## src/rtl/bert_perf_pkg.sv

```systemverilog
package bert_perf_pkg;
  localparam int RD_W = 16;
  localparam logic [7:0] OFS_ERR_LO = 8'h74;
  localparam logic [7:0] OFS_ERR_HI = 8'h76;
  localparam logic [7:0] OFS_BIT_LO = 8'h78;
  localparam logic [7:0] OFS_BIT_HI = 8'h7A;

  typedef enum logic [2:0] {
    SEL_NONE,
    SEL_ERR_LO,
    SEL_ERR_HI,
    SEL_BIT_LO,
    SEL_BIT_HI
  } rd_sel_e;
endpackage

```

## src/rtl/bert_sat_cnt.sv

```systemverilog
module bert_sat_cnt #(
  parameter int W = 24
) (
  input  logic         clk,
  input  logic         rst_n,
  input  logic         inc,
  input  logic         restart,
  output logic [W-1:0] cnt
);
  localparam logic [W-1:0] CNT_MAX = '1;
  localparam logic [W-1:0] CNT_ONE = W'(1);

  logic at_max;
  assign at_max = (cnt == CNT_MAX);

  always_ff @(posedge clk) begin
    if (!rst_n) begin
      cnt <= '0;
    end else if (restart) begin
      cnt <= inc ? CNT_ONE : '0;
    end else if (inc && !at_max) begin
      cnt <= cnt + CNT_ONE;
    end
  end
endmodule

```

## src/rtl/bert_snap.sv

```systemverilog
module bert_snap #(
  parameter int W = 24
) (
  input  logic         clk,
  input  logic         rst_n,
  input  logic         load,
  input  logic [W-1:0] din,
  output logic [W-1:0] q
);
  always_ff @(posedge clk) begin
    if (!rst_n) begin
      q <= '0;
    end else if (load) begin
      q <= din;
    end
  end
endmodule

```

## src/rtl/bert_reg_mux.sv

```systemverilog
module bert_reg_mux
  import bert_perf_pkg::*;
#(
  parameter int ERR_W  = 24,
  parameter int BIT_W  = 32,
  parameter int ADDR_W = 8
) (
  input  logic [ADDR_W-1:0] addr,
  input  logic [ERR_W-1:0]  errs,
  input  logic [BIT_W-1:0]  bits,
  output logic [RD_W-1:0]   rdata
);
  logic [23:0] err_x;
  logic [31:0] bit_x;
  rd_sel_e     sel;

  assign err_x = 24'(errs);
  assign bit_x = 32'(bits);

  always_comb begin
    if (addr == ADDR_W'(OFS_ERR_LO))      sel = SEL_ERR_LO;
    else if (addr == ADDR_W'(OFS_ERR_HI)) sel = SEL_ERR_HI;
    else if (addr == ADDR_W'(OFS_BIT_LO)) sel = SEL_BIT_LO;
    else if (addr == ADDR_W'(OFS_BIT_HI)) sel = SEL_BIT_HI;
    else                                  sel = SEL_NONE;
  end

  always_comb begin
    unique case (sel)
      SEL_ERR_LO: rdata = err_x[15:0];
      SEL_ERR_HI: rdata = {8'h00, err_x[23:16]};
      SEL_BIT_LO: rdata = bit_x[15:0];
      SEL_BIT_HI: rdata = bit_x[31:16];
      default:    rdata = '0;
    endcase
  end
endmodule

```

## src/rtl/bert_rx_perf.sv

```systemverilog
module bert_rx_perf
  import bert_perf_pkg::*;
#(
  parameter int ERR_W  = 24,
  parameter int BIT_W  = 32,
  parameter int ADDR_W = 8
) (
  input  logic              clk,
  input  logic              rst_n,
  input  logic              bit_vld,
  input  logic              bit_err,
  input  logic              out_of_sync,
  input  logic              pm_update,
  input  logic [ADDR_W-1:0] reg_addr,
  output logic [15:0]       reg_rdata
);
  logic             bit_en;
  logic             err_en;
  logic [BIT_W-1:0] live_bits;
  logic [ERR_W-1:0] live_errs;
  logic [BIT_W-1:0] hold_bits;
  logic [ERR_W-1:0] hold_errs;

  assign bit_en = bit_vld & ~out_of_sync;
  assign err_en = bit_en & bit_err;

  bert_sat_cnt #(.W(BIT_W)) u_bit_cnt (
    .clk(clk), .rst_n(rst_n), .inc(bit_en), .restart(pm_update), .cnt(live_bits)
  );

  bert_sat_cnt #(.W(ERR_W)) u_err_cnt (
    .clk(clk), .rst_n(rst_n), .inc(err_en), .restart(pm_update), .cnt(live_errs)
  );

  bert_snap #(.W(BIT_W)) u_bit_hold (
    .clk(clk), .rst_n(rst_n), .load(pm_update), .din(live_bits), .q(hold_bits)
  );

  bert_snap #(.W(ERR_W)) u_err_hold (
    .clk(clk), .rst_n(rst_n), .load(pm_update), .din(live_errs), .q(hold_errs)
  );

  bert_reg_mux #(.ERR_W(ERR_W), .BIT_W(BIT_W), .ADDR_W(ADDR_W)) u_mux (
    .addr(reg_addr), .errs(hold_errs), .bits(hold_bits), .rdata(reg_rdata)
  );
endmodule

```

## config.mk

```make
export PLATFORM = sky130hd
export DESIGN_NAME = bert_rx_perf
export DESIGN_NICKNAME = d
export VERILOG_FILES = /design/src/rtl/bert_perf_pkg.sv /design/src/rtl/bert_sat_cnt.sv /design/src/rtl/bert_snap.sv /design/src/rtl/bert_reg_mux.sv /design/src/rtl/bert_rx_perf.sv
export SDC_FILE = /design/constraint.sdc
export NUM_CORES = 1
export LEC_CHECK = 0
export BUFFER_PORTS_ARGS = -buffer_cell sky130_fd_sc_hd__buf_2
export CORE_UTILIZATION = 55
export DETAILED_ROUTE_END_ITERATION = 7
export GPL_TIMING_DRIVEN = 0
export HOLD_SLACK_MARGIN = 0.02
export PLACE_DENSITY = 0.85
export SYNTH_ARGS = -nofsm -noshare
export SYNTH_HDL_FRONTEND = slang
export SYNTH_SLANG_ARGS = --single-unit
```

## constraint.sdc

```tcl
create_clock -name clk -period 4.7 [get_ports clk]
set_input_delay 0.235 -clock clk [delete_from_list [all_inputs] [get_ports clk]]
set_output_delay 0.235 -clock clk [all_outputs]
set_load 0.005 [all_outputs]
```

# After elaboration in Yosys (flattened, before gate mapping)
# Index checks and enable logic that the tools add are counted.
totals:
  reg_bits: 112
  latch_bits: 0
  ramBits: 0
  romBits: 0
  inputBits: 14
  output_inout_bits: 16
  word_cells: 36
  mem_count: 0
classes:
  addsub: 2
  multipliers: 0
  n_div: 0
  magnitude_cmp: 0
  n_eq_ne: 10
  n_shift: 0
  mux: 11
  bitwise: 3
  reduce_logical: 6
op_table:
  columns: ["op", "count"]
  rows:
  - ["$mux W32", 2]
  - ["$pmux W16 S4", 1]
  - ["$mux W24", 2]
  - ["$add A32 B1 Y32 const B", 1]
  - ["$eq A32 B32 Y1 const B", 1]
  - ["$eq A8 B7 Y1 const B", 4]
  - ["$add A24 B1 Y24 const B", 1]
  - ["$eq A24 B24 Y1 const B", 1]
  - ["$mux W3", 4]
  - ["$eq A3 B2 Y1 const B", 2]
  - ["$reduce_bool A2 Y1", 2]
  - ["$eq A3 B1 Y1 const B", 1]
  - ["$eq A3 B3 Y1 const B", 1]
  - ["$and A1 B1 Y1", 2]
  - ["$logic_and A1 B1 Y1", 2]
  - ["$logic_not A1 Y1", 2]
  - ["$mux W1", 2]
  - ["$not A1 Y1", 1]

# Longest topological paths before layout
depth:
  depth_word: 7
  ltp_mapped: 8
  mapped_depth_nobuf: 5

# Hierarchy
# Synthesis repeated with hierarchy kept, for this count alone.
hier_totals:
  hier_cells: 648
  hier_area_um2: 5911.9
by_module_without_submodules:
  columns: ["module", "n_inst", "cells_each", "area_each_um2", "seq_area_each_um2"]
  rows:
  - ["bert_sat_cnt (u_bit_cnt)", 1, 208, 1679.1, 640.6]
  - ["bert_sat_cnt (u_err_cnt)", 1, 173, 1411.4, 480.5]
  - ["bert_snap (u_bit_hold)", 1, 103, 1243.7, 640.6]
  - ["bert_snap (u_err_hold)", 1, 77, 929.6, 480.5]
  - ["bert_reg_mux", 1, 85, 633.1, 0.0]
  - ["bert_rx_perf", 1, 2, 15.0, 0.0]

# Worst setup path after synthesis
# No wires, ideal clock.
synth_path:
  path_type: "register to register"
  from: "register u_err_cnt.cnt[4]"
  to: "register u_err_cnt.cnt[11]"
  setup_ns: 0.071
  arrival_ns: 1.786
  required_time_ns: 4.629
  path_slack_ns: 2.844
  path_stages_with_launch: 9
  n_path_buf: 3
  period_less_slack_ns: 1.856
  cell_sequence: "dfxtp_1 -> and4_1 -> buf_6 -> and4_4 -> buf_6 -> a211o_1 -> buf_6 -> or3_1 -> a21oi_1"
synth_between:
  elab_chain_len: 4
  word_cells_on_any_way: 7
  classes_between: "1 x add/sub; 1 x eq/ne; 2 x mux; 3 x reduce/logical"
synth_lines:
  columns: ["item", "line_no", "rtl"]
  rows:
  - ["start: declaration", "bert_sat_cnt.sv:8", "output logic [W-1:0] cnt"]
  - ["start signal: assignment", "bert_sat_cnt.sv:20", "cnt <= inc ? CNT_ONE : '0;"]
  - ["start signal: assignment", "bert_sat_cnt.sv:22", "cnt <= cnt + CNT_ONE;"]
  - ["parallel branches: the longest is 4 deep, another holds $add A24 B1 Y24", null, null]
# Parallel ways; which one is timed is not known. The select of a mux whose other input is x is not followed.
# A chain may end at the register's enable or synchronous reset.

# Final worst setup path
layout_path:
  from: "input reg_addr[7]"
  to: "output reg_rdata[7]"
layout_between:
  elab_chain_len: 7
  word_cells_on_any_way: 13
  classes_between: "8 x eq/ne; 5 x mux"
layout_lines:
  columns: ["item", "line_no", "rtl"]
  rows:
  - ["start: declaration", "bert_rx_perf.sv:14", "input logic [ADDR_W-1:0] reg_addr,"]
  - ["$eq A8 B7 Y1", "bert_reg_mux.sv:24", "else if (addr == ADDR_W'(OFS_BIT_HI)) sel = SEL_BIT_HI;"]
  - ["$mux W3", "bert_reg_mux.sv:24", null]
  - ["$mux W3", "bert_reg_mux.sv:23", "else if (addr == ADDR_W'(OFS_BIT_LO)) sel = SEL_BIT_LO;"]
  - ["$mux W3", "bert_reg_mux.sv:22", "else if (addr == ADDR_W'(OFS_ERR_HI)) sel = SEL_ERR_HI;"]
  - ["$mux W3 (*)", "bert_reg_mux.sv:21", "if (addr == ADDR_W'(OFS_ERR_LO)) sel = SEL_ERR_LO;"]
  - ["$eq A3 B3 Y1 (tied with other cells)", "bert_reg_mux.sv:29", "unique case (sel)"]
  - ["$pmux W16 S4 (*)", "bert_reg_mux.sv:29", null]
  - ["end: declaration", "bert_rx_perf.sv:15", "output logic [15:0] reg_rdata"]
# Every way passes the cells marked *; elsewhere a longest branch is shown, timed or not.

==> flow_metrics.env <==
export IMPL_crit_path_start="reg_addr[7]"
export IMPL_p_per_area_nw_per_um2=272
export IMPL_die_w_um=100
export IMPL_vias=4530
export IMPL_worst_path_largest_cell_delay_ns=0.53
export IMPL_drtIter0Drc=308
export IMPL_critical_path_cell_chain="buf_2, and4b_1, nand3b_1, nor3_1, clkbuf_1, a22oi_1, nand2_1, buf_2"
export IMPL_ir_worst_vdd_uv=165
export IMPL_nNetsFinal=633
export IMPL_start_util=0.570
export IMPL_tightestPinTransition_ns=0.779
export IMPL_post_cts_buffers=0
export IMPL_synth_top_area_frac=0.424
export IMPL_fin_worst_skew_ns=0.00878
export IMPL_reg2reg_from="u_err_cnt.cnt[12]"
export IMPL_wirelength_mm=12.8
export IMPL_hold_violations=0
export IMPL_ys_seq_elements=112
export IMPL_yosys_cell_types_count=53
export IMPL_syn_area_per_cell_um2=9.15
export IMPL_numClockSinks=112
export IMPL_p_int_mw=1.18
export IMPL_fin_crit_sh=0.489
export IMPL_design_area_um2=5770
export IMPL_p_sw_mw=0.393
export IMPL_detail_route_antenna_nets=0
export IMPL_async_flop_share=0
export IMPL_dp_hpwl_mm=9.54
export IMPL_grt_usage=0.266
export IMPL_swShare=0.250
export IMPL_cp_arrival_ns=2.07
export IMPL_power_leakage_nw=2.09
export IMPL_dpl_cell_area_um2=5590
export IMPL_cts_path_max_buffers=2
export IMPL_max_freq_ghz=0.435
export IMPL_routabilityCongestion=0.928
export IMPL_path_clk_slew_ns=0.11
export IMPL_drive_gt1_frac=0.0949
export IMPL_critPathKind="input port to output pin"
export IMPL_viasPerCell=6.03
export IMPL_drc=0
export IMPL_setup_worst_path_start_class="input port"
export IMPL_antenna_found_initial=0
export IMPL_p_comb_frac=0.045
export IMPL_status="finished clean"
export IMPL_cts_tree="built"
export IMPL_dieArea_um2=10000
export IMPL_cp_max_fo=10
export IMPL_clock_power_share=0.349
export IMPL_diodes=0
export IMPL_ys_flop_type="dfxtp_1"
export IMPL_ctsHoldBuffers=0
export IMPL_ctsHtreeMaxLevel=3
export IMPL_synthTopCellsByArea="dfxtp_1 (42%), mux2i_1 (11%), nor2b_1 (6.7%), a21oi_1 (3.1%), nand2_1 (2.8%)"
export IMPL_p_seq_frac=0.605
export IMPL_synthCells=578
export IMPL_grt_pass1_wl_mm=20.8
export IMPL_clk_insertion_delay_late_ns=0.39
export IMPL_yosys_area_top_type="dfxtp_1"
export IMPL_yosys_warnings=0
export IMPL_die_y_um=100
export IMPL_drt_pass1_iter_count=5
export IMPL_drv_cap=0
export IMPL_rsz0062_at_grt="false"
export IMPL_place_ws_ns=2.43
export IMPL_coreArea_um2=9280
export IMPL_grt_pass1_vias=4241
export IMPL_critPathMostFrequentCell="buf_2"
export IMPL_route_detailed_wl_per_inst_um=17.1
export IMPL_synth_top_family_by_area="simple AND/OR/NAND/NOR gates"
export IMPL_hold_path_class="input port to flop"
export IMPL_final_max_slew_viol_count=0
export IMPL_synth_fp_nets=594
export IMPL_post_cts_resized=0
export IMPL_setup_viol=0
export IMPL_min_path_cells=3
export IMPL_synth_compound_area_frac=0.147
export IMPL_slew_headroom=0.481
export IMPL_grt_max_degree=20
export IMPL_finalCriticalPeriod_ns=2.30
export IMPL_port_buffers=28
export IMPL_synth_fa_ha_area_frac=0.00473
export IMPL_fin_util=0.622
export IMPL_fin_tns_setup_ns=0
export IMPL_nFillCells=765
export IMPL_reg2reg_depth=6
export IMPL_io_pins=30
export IMPL_crit_path_top_delay_cell="nor3_1"
export IMPL_yosys_area_share_simple=0.248
export IMPL_cp_required_ns=4.47
export IMPL_synth_area_um2=5290
export IMPL_rows=35
export IMPL_synth_edf_count=0
export IMPL_min_from="rst_n"
export IMPL_holdWs_ns=0.170
export IMPL_synthMuxAreaShare=0.114
export IMPL_cp_end_kind="output pin"
export IMPL_cts_buffers_inserted=9
export IMPL_syn_to_final_growth_pct=9.13
export IMPL_clockRootBuffer="clkbuf_8"
export IMPL_synth_xor_area_frac=0.0232
export IMPL_yosysSeqAreaShare=0.424
export IMPL_overflow=0
export IMPL_setup_slack_ns=2.40
flip-flops by register name, indices dropped and copies added, names as in the netlist:
name,flops
u_bit_cnt.cnt,32
u_err_cnt.cnt,24
u_bit_hold.q,32
u_err_hold.q,24
power by group through the flow:
stage	Sequential, mW	Clock (mW)	Combinational, mW
6_report	0.951	0.549	0.0714
5_1_grt	0.952	0.584	0.0761
4_1_cts	0.951	0.549	0.0705
3_5_place_dp	0.973	0	0.0702
3_3_place_gp	0.973	0	0.0688
2_1_floorplan	0.973	0	0.0482
placed cells by master (no fill, tap or decap), types with 4 or more instances in the layout:
cell type and instances:
a211oi_1 5, a21oi_1 33, a222oi_1 8, a22oi_1 16, a31oi_1 4, and4_1 10, buf_1 5, buf_2 33
clkbuf_1 23, clkbuf_8 9, dfxtp_1 112, inv_1 13, mux2i_1 60, nand2_1 39, nand2b_1 5, nand3_1 18
nand4_1 13, nor2_1 29, nor2b_1 57, nor3_1 6, o21ai_0 18, o31ai_1 10, or3_1 20, or4_1 11
xnor2_1 12
final timing paths:
path / slack [ns] / endpoint
min: 0.17 / u_err_cnt.cnt[0]
max reg2reg: 2.48 / u_err_cnt.cnt[8]
min reg2reg: 0.50 / u_bit_cnt.cnt[26]
max: 2.40 / reg_rdata[7]
area by class of cell:
cell class	instances	area (um^2)	area share
Multi-Input combinational cell	418	2840	0.492
Timing Repair Buffer	28	140	0.0243
Clock inverter	6	53.8	0.00932
Tap cell	129	161	0.0280
Clock buffer	10	128	0.0221
Inverter	13	48.8	0.00845
Buffer	35	160	0.0277
Sequential cell	112	2240	0.388
synth_stat cells (all sizes together), types with 14 or more instances:
cell    number
nand4       14
nor2b       57
or3         20
nor2        29
nand2       39
o21ai       18
mux2i       60
clkbuf      22
dfxtp      112
a22oi       16
nand3       18
a21oi       33
per-layer routing:
metal  GRT usage  vias to the layer above  share of wire
li1            -                     2202              -
met1       0.335                     2153           0.44
met2       0.455                      147           0.49
met3      0.0508                       28          0.051
met4      0.0992                        0          0.022
met5           0                        -              0
cells by family (layout without fill, tap and decap cells):
kind of cell | count (synthesis) | count (layout)
fa+ha+maj | 2 | 2
buf+inv | 48 | 92
compound gates | 115 | 115
xor+xnor | 14 | 14
simple gates | 227 | 227
flops | 112 | 112
mux | 60 | 60
per-stage QoR:
step,power [mW],std cells
6_report,1.57,751
4_1_cts,1.57,751
5_1_grt,1.61,751
3_5_place_dp,1.04,735
2_1_floorplan,1.02,578
3_3_place_gp,1.04,735
worst max-delay path, delay by kind of cell:
kind / cells / cell delay (ns)
AO/OA/AOI/OAI: 1 / 0.16
buffers and inverters: 3 / 0.66
AND/OR/NAND/NOR: 4 / 1.00
Note: power is estimated with default switching activity, not from simulation.
